[src/rtl/npc_pkg.sv]
package npc_pkg;
  localparam int unsigned OPC_W = 6;

  localparam logic [OPC_W-1:0] OPC_JMP = 6'd2;
  localparam logic [OPC_W-1:0] OPC_JAL = 6'd3;
  localparam logic [OPC_W-1:0] OPC_BEQ = 6'd4;
  localparam logic [OPC_W-1:0] OPC_BNE = 6'd5;

  typedef enum logic [1:0] {
    SEL_SEQ = 2'd0,
    SEL_BR  = 2'd1,
    SEL_JMP = 2'd2
  } npc_sel_e;
endpackage

[src/rtl/npc_seq_add.sv]
module npc_seq_add #(
  parameter int unsigned XLEN = 32,
  parameter int unsigned STEP = 4
) (
  input  logic [XLEN-1:0] pc_i,
  output logic [XLEN-1:0] sum_o
);
  localparam logic [XLEN-1:0] STEP_V = XLEN'(STEP);

  assign sum_o = pc_i + STEP_V;
endmodule

[src/rtl/npc_branch.sv]
module npc_branch #(
  parameter int unsigned XLEN    = 32,
  parameter int unsigned IMM_W   = 16,
  parameter int unsigned ALIGN_W = 2
) (
  input  logic [XLEN-1:0]  base_i,
  input  logic [IMM_W-1:0] imm_i,
  output logic [XLEN-1:0]  target_o
);
  localparam int unsigned EXT_W = XLEN - IMM_W - ALIGN_W;

  logic [XLEN-1:0] offset;

  // sign extension is pure wiring: the sign bit is copied upward
  generate
    if (ALIGN_W == 0) begin : g_noscale
      assign offset = {{EXT_W{imm_i[IMM_W-1]}}, imm_i};
    end else begin : g_scale
      assign offset = {{EXT_W{imm_i[IMM_W-1]}}, imm_i, {ALIGN_W{1'b0}}};
    end
  endgenerate

  assign target_o = base_i + offset;
endmodule

[src/rtl/npc_jump.sv]
module npc_jump #(
  parameter int unsigned XLEN     = 32,
  parameter int unsigned REGION_W = 4,
  parameter int unsigned ALIGN_W  = 2
) (
  input  logic [XLEN-1:0]                  base_i,
  input  logic [XLEN-REGION_W-ALIGN_W-1:0] idx_i,
  output logic [XLEN-1:0]                  target_o
);
  localparam int unsigned REG_LSB = XLEN - REGION_W;

  generate
    if (ALIGN_W == 0) begin : g_noscale
      assign target_o = {base_i[XLEN-1:REG_LSB], idx_i};
    end else begin : g_scale
      assign target_o = {base_i[XLEN-1:REG_LSB], idx_i, {ALIGN_W{1'b0}}};
    end
  endgenerate
endmodule

[src/rtl/npc_decode.sv]
module npc_decode
  import npc_pkg::*;
(
  input  logic [OPC_W-1:0] opc_i,
  input  logic             regs_eq_i,
  output npc_sel_e         sel_o,
  output logic             link_we_o
);
  always_comb begin
    sel_o     = SEL_SEQ;
    link_we_o = 1'b0;
    unique case (opc_i)
      OPC_JMP: sel_o = SEL_JMP;
      OPC_JAL: begin
        sel_o     = SEL_JMP;
        link_we_o = 1'b1;
      end
      OPC_BEQ: sel_o = regs_eq_i  ? SEL_BR : SEL_SEQ;
      OPC_BNE: sel_o = !regs_eq_i ? SEL_BR : SEL_SEQ;
      default: sel_o = SEL_SEQ;
    endcase
  end
endmodule

[src/rtl/npc_unit.sv]
module npc_unit
  import npc_pkg::*;
#(
  parameter int unsigned XLEN     = 32,
  parameter int unsigned IMM_W    = 16,
  parameter int unsigned REGION_W = 4,
  parameter int unsigned ALIGN_W  = 2
) (
  input  logic [XLEN-1:0] pc_i,
  input  logic [XLEN-1:0] instr_i,
  input  logic            regs_eq_i,
  output logic [XLEN-1:0] next_pc_o,
  output logic [XLEN-1:0] link_addr_o,
  output logic            link_we_o
);
  localparam int unsigned IDX_W   = XLEN - REGION_W - ALIGN_W;
  localparam int unsigned OPC_LSB = XLEN - OPC_W;
  localparam int unsigned STEP    = 1 << ALIGN_W;

  logic [XLEN-1:0] pc_plus;
  logic [XLEN-1:0] br_target;
  logic [XLEN-1:0] jmp_target;
  npc_sel_e        sel;

  npc_seq_add #(.XLEN(XLEN), .STEP(STEP)) i_seq (
    .pc_i  (pc_i),
    .sum_o (pc_plus)
  );

  npc_branch #(.XLEN(XLEN), .IMM_W(IMM_W), .ALIGN_W(ALIGN_W)) i_br (
    .base_i   (pc_plus),
    .imm_i    (instr_i[IMM_W-1:0]),
    .target_o (br_target)
  );

  npc_jump #(.XLEN(XLEN), .REGION_W(REGION_W), .ALIGN_W(ALIGN_W)) i_jmp (
    .base_i   (pc_plus),
    .idx_i    (instr_i[IDX_W-1:0]),
    .target_o (jmp_target)
  );

  npc_decode i_dec (
    .opc_i     (instr_i[XLEN-1:OPC_LSB]),
    .regs_eq_i (regs_eq_i),
    .sel_o     (sel),
    .link_we_o (link_we_o)
  );

  always_comb begin
    unique case (sel)
      SEL_BR:  next_pc_o = br_target;
      SEL_JMP: next_pc_o = jmp_target;
      default: next_pc_o = pc_plus;
    endcase
  end

  assign link_addr_o = pc_plus;
endmodule

[config.mk]
export PLATFORM = sky130hd
export DESIGN_NAME = npc_unit
export DESIGN_NICKNAME = d
export VERILOG_FILES = /design/src/rtl/npc_pkg.sv /design/src/rtl/npc_seq_add.sv /design/src/rtl/npc_branch.sv /design/src/rtl/npc_jump.sv /design/src/rtl/npc_decode.sv /design/src/rtl/npc_unit.sv
export SDC_FILE = /design/constraint.sdc
export NUM_CORES = 1
export LEC_CHECK = 0
export BUFFER_PORTS_ARGS = -buffer_cell sky130_fd_sc_hd__buf_2
export CAP_MARGIN = 20
export CORE_UTILIZATION = 45
export DETAILED_ROUTE_END_ITERATION = 8
export PLACE_DENSITY = 0.81
export SLEW_MARGIN = 20
export SYNTH_ARGS = -nofsm -noshare
export SYNTH_HDL_FRONTEND = slang
export SYNTH_SLANG_ARGS = --single-unit
[constraint.sdc]
create_clock -name vclk -period 3.2
set_input_delay 0.16 -clock vclk [all_inputs]
set_output_delay 0.16 -clock vclk [all_outputs]
set_load 0.005 [all_outputs]
# After elaboration in Yosys (flattened, before gate mapping)

Index checks and enable logic that the tools add are counted.

Output and inout port bits: 65
Input bits: 65
Flip-flop bits (word level): 0
Logic and storage cells: 14

Mux-type cells: 5
Reductions and logical operators: 1
Eq/ne operators: 6
$add $sub $neg: 2

Operator list:

| operator              | count |
|---|---|
| $pmux 32 s2           | 1 |
| $add 32x3->32 const B | 1 |
| $add 32x32->32        | 1 |
| $eq 6x2->1 const B    | 2 |
| $eq 6x3->1 const B    | 2 |
| $pmux 2 s3            | 1 |
| $mux 1                | 3 |
| $eq 2x1->1 const B    | 1 |
| $eq 2x2->1 const B    | 1 |
| $reduce_or 2->1       | 1 |

# Depth between registers and ports, before layout

Depth after elaboration: 5
Mapped depth: 17
Mapped depth without buffers: 17

# Hierarchy

Synthesis repeated with hierarchy kept, for this count alone.

Cells, all modules: 460
Area, all modules: 3,176.8 um^2

Modules (own cells, without submodules):

| module      | times used | cells an instance | area each (um^2) | sequential area each (um^2) |
|---|---|---|---|---|
| npc_branch  | 1          | 226               | 1,660.3          | 0.0 |
| npc_unit    | 1          | 113               | 636.9            | 0.0 |
| npc_seq_add | 1          | 83                | 580.6            | 0.0 |
| npc_jump    | 1          | 33                | 244.0            | 0.0 |
| npc_decode  | 1          | 5                 | 55.1             | 0.0 |

# Least setup slack after synthesis

No wires, ideal clock.

Kind: input to output
From: input pc_i[10]
To: output next_pc_o[31]
Path buffers: 0
Data required time: 3,040 ps
Slack: -162 ps
Data arrival time: 3,202 ps
Stages: 16
Cells stage by stage: and4_1 nand3_1 nor3_1 and3_1 and3_1 nand3_1 xnor2_1 ha_1 a21oi_1 o21bai_1 a211o_1 a21oi_1 o21ai_0 a211oi_1 mux2i_1 o21ai_1

Longest elaborated chain between the ends: 3

RTL lines:

| item                | RTL line          | RTL |
|---|---|---|
| start: declaration  | npc_unit.sv:9     | `input logic [XLEN-1:0] pc_i,` |
| $add 32x3->32       | npc_seq_add.sv:10 | `assign sum_o = pc_i + STEP_V;` |
| via link_addr_o[25] | npc_unit.sv:13    | `output logic [XLEN-1:0] link_addr_o,` |
| $add 32x32->32      | npc_branch.sv:23  | `assign target_o = base_i + offset;` |
| $pmux 32 s2         | npc_unit.sv:50    | `unique case (sel)` |
| end: declaration    | npc_unit.sv:12    | `output logic [XLEN-1:0] next_pc_o,` |

The timed path passes the listed nets, and every way through them passes these cells.

# Final worst setup path

From: input pc_i[11]
To: output next_pc_o[27]

Longest elaborated chain between the ends: 3

RTL lines:

| item            | RTL line |
|---|---|
| $add 32x3->32 * | npc_seq_add.sv:10 |
| $add 32x32->32  | npc_branch.sv:23 |
| $pmux 32 s2 *   | npc_unit.sv:50 |

Mark *: on every way between the ends. The rest lies on a longest branch, timed or not.

==> results.py <==
metrics = {
    "final_layout": {
        "fin_nets": 770,
        "regArea_sq_um": 0,
        "final_util_pct": 88.32,
        "nFillCells": 282,
        "num_antenna_cells": 0,
        "nFlopsAndLatches": 0,
        "nClkBuffers": 0,
        "area_delta_synth_final_pct": 87.59,
        "drive_gt1_share_pct": 56.76,
    },
    "critical_path": {
        "slowest_stage": "a221o_1",
        "cpPeakStageDelay_ps": 360,
        "critPathRequiredTime_ps": 3040,
        "worstSetupPathType": "in -> out",
        "setup.worst_path.end_class": "output pin",
        "cp.arrival_ps": 3610,
        "path_cells": "buf_6 -> and4_4 -> nand3_4 -> nor3_4 -> buf_6 -> nand2_4 -> xnor2_4 -> ha_4 -> a21oi_2 -> nand2_2 -> o21bai_4 -> a221o_1 -> o211ai_2 -> buf_4 -> nand2_2 -> a21oi_2 -> xnor2_1 -> o221ai_1 -> buf_2",
        "path_max_fanout": 3,
        "crit_path_start_kind": "primary input",
    },
    "sta": {
        "finalHoldViolCount": 0,
        "setup_ws_ps": -566.9,
        "setup_viol": 14,
        "drv_slew": 0,
        "rsz0062_at_grt": "true",
        "worst_pin_slew_ps": 639.8,
        "max_freq_ghz": 0.2655,
        "fin_crit_sh_pct": 117.7,
        "slew_headroom_pct": 57.35,
        "holdWs_ps": 505.0,
        "period_needed_ps": 3767,
    },
    "logic_synthesis": {
        "synth_top_area_share_pct": 16.06,
        "ys_types": 60,
        "netlist_instances": 408,
        "netlist_area_sq_um": 2804,
        "synth_top_area_cell": "ha_1",
        "synth_most_common_cell": "nor2_1",
        "synth_nets": 510,
        "syn_avg_cell_area_sq_um": 6.872,
        "yosys-top-cells-area": "ha_1 16%, xnor2_1 12%, nor2_1 6.3%, a21oi_1 5.7%, nand2_1 5.1%",
        "yosysSeqAreaShare_pct": 0,
        "ys_warn_count": 0,
        "yosys-top-cells-count": "47 x nor2_1, 38 x nand2_1, 37 x xnor2_1, 36 x ha_1, 32 x a21oi_1",
    },
    "die": {
        "initial_core_util_pct": 47.08,
        "dieArea_sq_um": 6550,
        "rows": 28,
        "die_h_microns": 80.94,
        "die_w_microns": 80.94,
        "ios": 130,
        "core_sq_um": 5956,
    },
    "status": {
        "violations": "negative setup slack",
        "status": "finished, violations left",
    },
    "clocking": {
        "ctsHoldBuffers": 0,
    },
    "grt": {
        "grt_max_degree": 22,
        "antenna_found_initial": 0,
        "grt.overflow.total": 0,
        "grt_pass1_vias": 4614,
        "grtUsageTotal_pct": 43.34,
        "grt_pass1_wl_microns": 22180,
    },
    "job": {
        "drv_cap": 0,
    },
    "drt": {
        "num_vias": 5043,
        "drt-wirelength-per-cell_microns": 23.30,
        "drt_pass1_iterations": 8,
        "drc": 0,
        "via_per_inst": 6.806,
        "wl_microns": 17270,
        "drt-initial-drc-count": 743,
        "ant_nets": 0,
    },
    "pwr": {
        "power_mw": 0.9772,
        "irDropWorstVdd_mv": 0.1148,
        "power_density_nw_per_um2": 185.8,
        "leakage_nw": 2.565,
    },
    "min_path": {
        "min_path_cells": 2,
        "holdPathEnd": "link_addr_o[1]",
        "hold_class": "in -> out",
        "worstHoldStart": "pc_i[1]",
    },
    "place": {
        "hpwl_microns": 8897,
        "gp_congestion": 0.9870,
        "io_buffers": 130,
    },
}
worst max-delay path, delay by kind of cell:
family          cells  cell delay [ps]
compound gates      6             1380
xor+xnor            2              370
fa+ha+maj           1              260
buf+inv             4              550
simple gates        6              860
stage by stage:
stage               setup WS, ps  cell area (sq um)  setup TNS [ps]  instances
finish                    -566.9               5260           -5085        741
global route              -731.4               5260           -7681        741
CTS                       -188.4               4736          -710.6        729
detailed placement        -441.2               4269           -3626        706
global placement          -312.9               4269           -1736        706
floorplan                  6.812               2829               0        408
power by group:
| group | switching [mW] | total [mW] | internal [mW] |
|---|---|---|---|
| Clock | 0 | 0 | 0 |
| Sequential | 0 | 0 | 0 |
| Combinational | 0.513 | 0.977 | 0.464 |
cells in the final DEF (no fill, tap or decap), types with 3 or more instances in the layout:
master	instances
xnor2_4	6
nor2_1	42
nand3_1	10
a21oi_4	3
o21ai_1	20
nor3_1	3
nand3_2	5
and3_1	5
o21a_1	7
buf_6	13
a22oi_1	5
o21bai_1	4
o21ai_2	6
a21oi_1	17
nor2b_1	3
a21oi_2	14
buf_2	126
ha_1	26
xnor2_1	25
buf_4	135
a221oi_1	12
nand2_1	29
and3_4	4
xor2_1	11
nand3_4	5
inv_1	22
xor2_2	3
nand4_1	6
xnor2_2	7
nor2_2	3
a21o_1	12
ha_4	10
nand2_2	7
o21ai_0	8
cell type report:
cell class / instances / area [sq um] / share of cell area (%)
well taps: 75 / 93.84 / 1.784
multi-input cells: 370 / 3293 / 62.61
repair buffers: 274 / 1790 / 34.04
inverters: 22 / 82.58 / 1.570
worst max-delay path by stage:
stage                     slack, ps            end  cells after the start      from
after global placement         -310  next_pc_o[30]                     20  pc_i[10]
after floorplan                   7  next_pc_o[31]                     16  pc_i[10]
after detailed placement       -440  next_pc_o[31]                     18   pc_i[2]
after CTS                      -190  next_pc_o[31]                     18  pc_i[11]
final                          -570  next_pc_o[27]                     19  pc_i[11]
after global routing           -730  next_pc_o[27]                     20  pc_i[11]
repair_timing:
action                                  CTS  global route
buffers inserted                         24            12
gates cloned                              0             0
endpoints found under the setup margin   18            20
endpoints found under the hold margin     0             0
gates resized for setup                  53            78
pin swaps                                48            54
per-layer routing:
layer / track usage [%] / up-vias / wire [microns]
met5: 0 / - / 0
met4: 27.50 / 0 / 1762
met1: 47.86 / 2258 / 5575
li1: - / 2007 / -
met2: 73.36 / 583 / 7578
met3: 11.46 / 195 / 2351
kinds of logic (layout without fill, tap and decap cells):
family	after synthesis	count (layout)	synth area share [%]
AND/OR/NAND/NOR	143	143	24.28
AO/OA/AOI/OAI	135	135	33.69
XOR/XNOR	53	53	17.22
buffers and inverters	38	296	7.318
adder cells (fa/ha/maj)	37	37	16.78
multiplexers	2	2	0.7140
(Power assumes the default switching activity.)
